### config.mk
export PLATFORM = sky130hd
export DESIGN_NAME = wp_guard
export DESIGN_NICKNAME = d
export VERILOG_FILES = /design/src/rtl/wp_pkg.sv /design/src/rtl/wp_ctrl.sv /design/src/rtl/wp_datapath.sv /design/src/rtl/wp_guard.sv
export SDC_FILE = /design/constraint.sdc
export NUM_CORES = 1
export LEC_CHECK = 0
export BUFFER_PORTS_ARGS = -buffer_cell sky130_fd_sc_hd__buf_2
export CORE_UTILIZATION = 35
export CTS_CLUSTER_SIZE = 20
export DETAILED_ROUTE_END_ITERATION = 10
export GPL_ROUTABILITY_DRIVEN = 0
export PLACE_DENSITY_LB_ADDON = 0.2
export SLEW_MARGIN = 20
export SYNTH_ARGS = -nofsm -noshare
export SYNTH_HDL_FRONTEND = slang
export SYNTH_SLANG_ARGS = --single-unit
export TNS_END_PERCENT = 30
### constraint.sdc
create_clock -name clk -period 5.9 [get_ports clk]
set_clock_uncertainty 0.05 [all_clocks]
set_input_delay 0.295 -clock clk [delete_from_list [all_inputs] [get_ports clk]]
set_output_delay 0.295 -clock clk [all_outputs]
set_load 0.05 [all_outputs]
### src/rtl/wp_pkg.sv
package wp_pkg;

  localparam int FIELD_W = 3;

  typedef enum logic [FIELD_W-1:0] {
    PROT_NONE    = 3'b000,
    PROT_QUARTER = 3'b001,
    PROT_HALF    = 3'b010,
    PROT_ALL     = 3'b011,
    PROT_TOP_S0  = 3'b100,
    PROT_TOP_S1  = 3'b101,
    PROT_TOP_S2  = 3'b110,
    PROT_TOP_S3  = 3'b111
  } protSel_t;

  typedef struct packed {
    logic memGrant;
    logic statGrant;
    logic blocked;
  } wpStrobe_t;

endpackage

### src/rtl/wp_ctrl.sv
module wp_ctrl
  import wp_pkg::*;
(
  input  logic      memWrReq,
  input  logic      statWrReq,
  input  logic      wpPin,
  input  logic      powerGood,
  input  logic      inRegion,
  output wpStrobe_t strobe
);

  logic memOk;
  logic statOk;

  always_comb begin
    // array writes depend on supply and region only; the pin guards the selector
    memOk  = powerGood && !inRegion;
    statOk = powerGood && !wpPin;
    strobe.memGrant  = memWrReq && memOk;
    strobe.statGrant = statWrReq && statOk;
    strobe.blocked   = (memWrReq && !memOk) || (statWrReq && !statOk);
  end

endmodule

### src/rtl/wp_datapath.sv
module wp_datapath
  import wp_pkg::*;
#(
  parameter int ADDR_W      = 13,
  parameter int SMALL_LOG2  = 6,
  parameter logic [FIELD_W-1:0] RESET_FIELD = '0
) (
  input  logic               clk,
  input  logic               rst_n,
  input  logic [ADDR_W-1:0]  addr,
  input  logic [FIELD_W-1:0] newField,
  input  wpStrobe_t          strobe,
  output logic               inRegion,
  output logic               memWrEn,
  output logic               statWrEn,
  output logic               wrBlocked,
  output logic [FIELD_W-1:0] protField
);

  localparam int SZ_W = ADDR_W + 1;
  localparam logic [SZ_W-1:0] FULL_SZ  = SZ_W'(1) << ADDR_W;
  localparam logic [SZ_W-1:0] HALF_SZ  = FULL_SZ >> 1;
  localparam logic [SZ_W-1:0] QUART_SZ = FULL_SZ >> 2;
  localparam logic [SZ_W-1:0] SMALL_SZ = SZ_W'(1) << SMALL_LOG2;

  protSel_t        fieldQ;
  logic [SZ_W-1:0] regionSize;
  logic [SZ_W-1:0] regionBase;

  // region size from selector; fixed sizes double per step above the smallest
  always_comb begin
    unique case (fieldQ)
      PROT_NONE:    regionSize = '0;
      PROT_QUARTER: regionSize = QUART_SZ;
      PROT_HALF:    regionSize = HALF_SZ;
      PROT_ALL:     regionSize = FULL_SZ;
      default:      regionSize = SMALL_SZ << fieldQ[1:0];
    endcase
    regionBase = FULL_SZ - regionSize;
    inRegion   = (regionSize != '0) && ({1'b0, addr} >= regionBase);
  end

  always_ff @(posedge clk) begin
    if (!rst_n) begin
      fieldQ    <= protSel_t'(RESET_FIELD);
      memWrEn   <= 1'b0;
      statWrEn  <= 1'b0;
      wrBlocked <= 1'b0;
    end else begin
      memWrEn   <= strobe.memGrant;
      statWrEn  <= strobe.statGrant;
      wrBlocked <= strobe.blocked;
      if (strobe.statGrant) begin
        fieldQ <= protSel_t'(newField);
      end
    end
  end

  assign protField = fieldQ;

endmodule

### src/rtl/wp_guard.sv
module wp_guard
  import wp_pkg::*;
#(
  parameter int ADDR_W     = 13,
  parameter int SMALL_LOG2 = 6,
  parameter logic [FIELD_W-1:0] RESET_FIELD = '0
) (
  input  logic               clk,
  input  logic               rst_n,
  input  logic               memWrReq,
  input  logic [ADDR_W-1:0]  memWrAddr,
  input  logic               statWrReq,
  input  logic [FIELD_W-1:0] statWrData,
  input  logic               wpPin,
  input  logic               powerGood,
  output logic               memWrEn,
  output logic               statWrEn,
  output logic               wrBlocked,
  output logic [FIELD_W-1:0] protField
);

  wpStrobe_t strobe;
  logic      inRegion;

  wp_ctrl i_ctrl (
    .memWrReq  (memWrReq),
    .statWrReq (statWrReq),
    .wpPin     (wpPin),
    .powerGood (powerGood),
    .inRegion  (inRegion),
    .strobe    (strobe)
  );

  wp_datapath #(
    .ADDR_W      (ADDR_W),
    .SMALL_LOG2  (SMALL_LOG2),
    .RESET_FIELD (RESET_FIELD)
  ) i_dp (
    .clk       (clk),
    .rst_n     (rst_n),
    .addr      (memWrAddr),
    .newField  (statWrData),
    .strobe    (strobe),
    .inRegion  (inRegion),
    .memWrEn   (memWrEn),
    .statWrEn  (statWrEn),
    .wrBlocked (wrBlocked),
    .protField (protField)
  );

  AST_UNPOWERED_NO_WRITE: assert property (@(posedge clk) disable iff (!rst_n)
    !$past(powerGood) |-> !memWrEn && !statWrEn);
  AST_REGION_NO_WRITE: assert property (@(posedge clk) disable iff (!rst_n)
    memWrEn |-> !$past(inRegion));
  AST_PIN_LOCKS_FIELD: assert property (@(posedge clk) disable iff (!rst_n)
    statWrEn |-> !$past(wpPin));
  AST_FIELD_ONLY_ON_WRITE: assert property (@(posedge clk) disable iff (!rst_n)
    !$stable(protField) |-> statWrEn);
  AST_BLOCK_HAS_CAUSE: assert property (@(posedge clk) disable iff (!rst_n)
    wrBlocked |-> $past(memWrReq || statWrReq));
  AST_GRANT_HAS_CAUSE: assert property (@(posedge clk) disable iff (!rst_n)
    memWrEn |-> $past(memWrReq));

endmodule

==> impl_metrics.tcl <==
set metrics [dict create \
    status "complete, no violations" \
    io_buffer_count 21 \
    ys_ff_latch 6 \
    die_h_um 38.1 \
    grt_util_all_layers 0.157 \
    r2r_setup_slack_ns 3.19 \
    num_rows 12 \
    placed_cell_area_um2 579 \
    hold_class "in2reg" \
    postSynthAreaPerCell_um2 8.95 \
    clock_path_buffers 2 \
    fp.dieW_um 38.1 \
    synth-main-ff-cell "dfxtp_1" \
    postRouteAntennaNets 0 \
    fillers 118 \
    viasPerCell 4.93 \
    finalWirelength_um 862 \
    cts_root_buf "clkbuf_4" \
    drive_gt1_frac 0.360 \
    cts_tree "yes" \
    slew_violations 0 \
    grt_remaining_overflow 0 \
    setup-violations-final 0 \
    n_antenna_cell 0 \
    min_from "statWrData[1]" \
    grt_pass1_vias 392 \
    holdPathStages 3 \
    cts_resized 0 \
    hold_violations 0 \
    maxCapViolations 0 \
    hold_ws_ns 0.257 \
    initial_core_util 0.395 \
    rr_startpoint "i_dp.protField[2]" \
    timing.setup.tns_ns 0 \
    rr_endpoint "i_dp.memWrEn" \
    min_to "i_dp.protField[1]" \
    grt_max_degree 9 \
    insertion_delay_ns 0.24 \
    grt_pass1_wl_um 1510 \
    wire_per_inst_um 9.69 \
    pwr_density_cell_nw_per_um2 187 \
    ir_drop_mv 0.107 \
    maxSlewHeadroom 0.824 \
    rr_worst_depth 10 \
    async_flop_share 0 \
    synth_edf_count 0 \
    clock-sinks 6 \
    stdcell_count 89 \
    coreArea_um2 1160 \
    crit_path_end_kind "flip-flop" \
    cp.required_ns 6.04 \
    synthCells 51 \
    final_common_cell "buf_2" \
    cp_max_fo 6 \
    path_class "reg2reg" \
    cts_setup_buffers 0 \
    dr.pass1.iters 3 \
    post-route-cell-area_um2 602 \
    cts_buffers 3 \
    clk_pin_slew_ns 0.04 \
    antenna_found_initial 0 \
    ys_warn_count 0 \
    start_kind "flip-flop" \
    pin_count 28 \
    dp_hpwl_um 719 \
    final_cell_mix "21 x buf_2, 8 x ha_1, 6 x dfxtp_1" \
    leakage_nw 0.297 \
    syn-cell-area_um2 457 \
    synth_fp_nets 81 \
    place_inst 86 \
    crit_arrival_ns 2.84 \
    yosysSeqAreaShare 0.263 \
    synth_cell_types 22 \
    htree_num_levels 1 \
    rsz0062_at_grt "no" \
    drt-initial-drc-count 5 \
    drc_errors 0 \
    ctsHoldBuffers 0 \
    fin_crit_sh 0.459 \
    power.total_w 0.000113 \
    area_growth_pct 31.8 \
    tightest_slew_ns 0.263 \
    fin_crit_ns 2.71 \
    fin_nets 107 \
    clock.fmax_mhz 369 \
    vias 439 \
    dieArea_um2 1450 \
]
power breakdown:
group | internal, W | total, W | switching [W]
combinational | 0.0000132 | 0.0000317 | 0.0000186
clock | 0.0000230 | 0.0000372 | 0.0000142
sequential | 0.0000424 | 0.0000437 | 0.00000127
worst max-delay path, stage by stage (launching register included):
cell and delay, ns:
dfxtp_1 0.42, inv_2 0.10, or3_2 0.47, ha_1 0.27, xor2_1 0.16, o31ai_1 0.23, ha_1 0.31, a21oi_1 0.16
nand3_1 0.09, nor2_1 0.17, o2111a_1 0.21
routing by layer:
metal / vias to the layer above / GRT usage / wire length [um]
met1: 181 / 0.173 / 418
met3: 2 / 0.0174 / 47
met4: 0 / 0.161 / 11
li1: 240 / - / -
met2: 16 / 0.250 / 385
met5: - / 0 / 0
worst max path at each step:
stage,endpoint,from,cells past startpoint,slack (ns)
floorplan,i_dp.memWrEn,i_dp.protField[2],10,3.03
global placement,i_dp.memWrEn,i_dp.protField[2],10,3.22
detailed placement,i_dp.memWrEn,i_dp.protField[2],10,3.18
CTS,i_dp.memWrEn,i_dp.protField[2],10,3.17
global route,i_dp.memWrEn,i_dp.protField[2],10,2.93
finish,i_dp.memWrEn,i_dp.protField[2],10,3.19
synth_stat cells, types with 2 or more instances:
| master | count | area, um^2 |
|---|---|---|
| ha_1 | 8 | 100 |
| dfxtp_1 | 6 | 120 |
| a21oi_1 | 4 | 20.0 |
| nand2_1 | 4 | 15.0 |
| nand3_1 | 4 | 20.0 |
| mux2i_1 | 3 | 30.0 |
| nor2b_1 | 3 | 18.8 |
| inv_1 | 2 | 7.51 |
| nand4_1 | 2 | 12.5 |
| nor2_1 | 2 | 7.51 |
| xor2_1 | 2 | 17.5 |
cell type report:
| class | instances | area, um^2 | share of cell area |
|---|---|---|---|
| Multi-Input combinational cell | 42 | 325 | 0.541 |
| Timing Repair Buffer | 21 | 105 | 0.175 |
| Sequential cell | 6 | 120 | 0.200 |
| Clock buffer | 3 | 22.5 | 0.0374 |
| Inverter | 3 | 11.3 | 0.0187 |
| Tap cell | 14 | 17.5 | 0.0291 |
cells by family after synthesis:
logic type               count (synthesis)  share of synthesized area
AO/OA/AOI/OAI                           10                      0.162
XOR/XNOR                                 2                     0.0384
adder cells (fa/ha/maj)                  8                      0.219
buffers and inverters                    3                     0.0247
flip-flops                               6                      0.263
multiplexers                             3                     0.0658
AND/OR/NAND/NOR                         19                      0.227
sequential cells by signal, summed over array words and instances (netlist names):
name	count
i_dp.statWrEn	1
i_dp.wrBlocked	1
i_dp.protField	3
i_dp.memWrEn	1
metrics by stage:
| step | setup slack (ns) | utilization |
|---|---|---|
| floorplan | 3.03 | - |
| global placement | 3.22 | 0.501 |
| detailed placement | 3.18 | 0.501 |
| CTS | 3.17 | 0.521 |
| global route | 2.93 | 0.521 |
| finish | 3.19 | 0.521 |
Power figures use the tool's default switching activity.
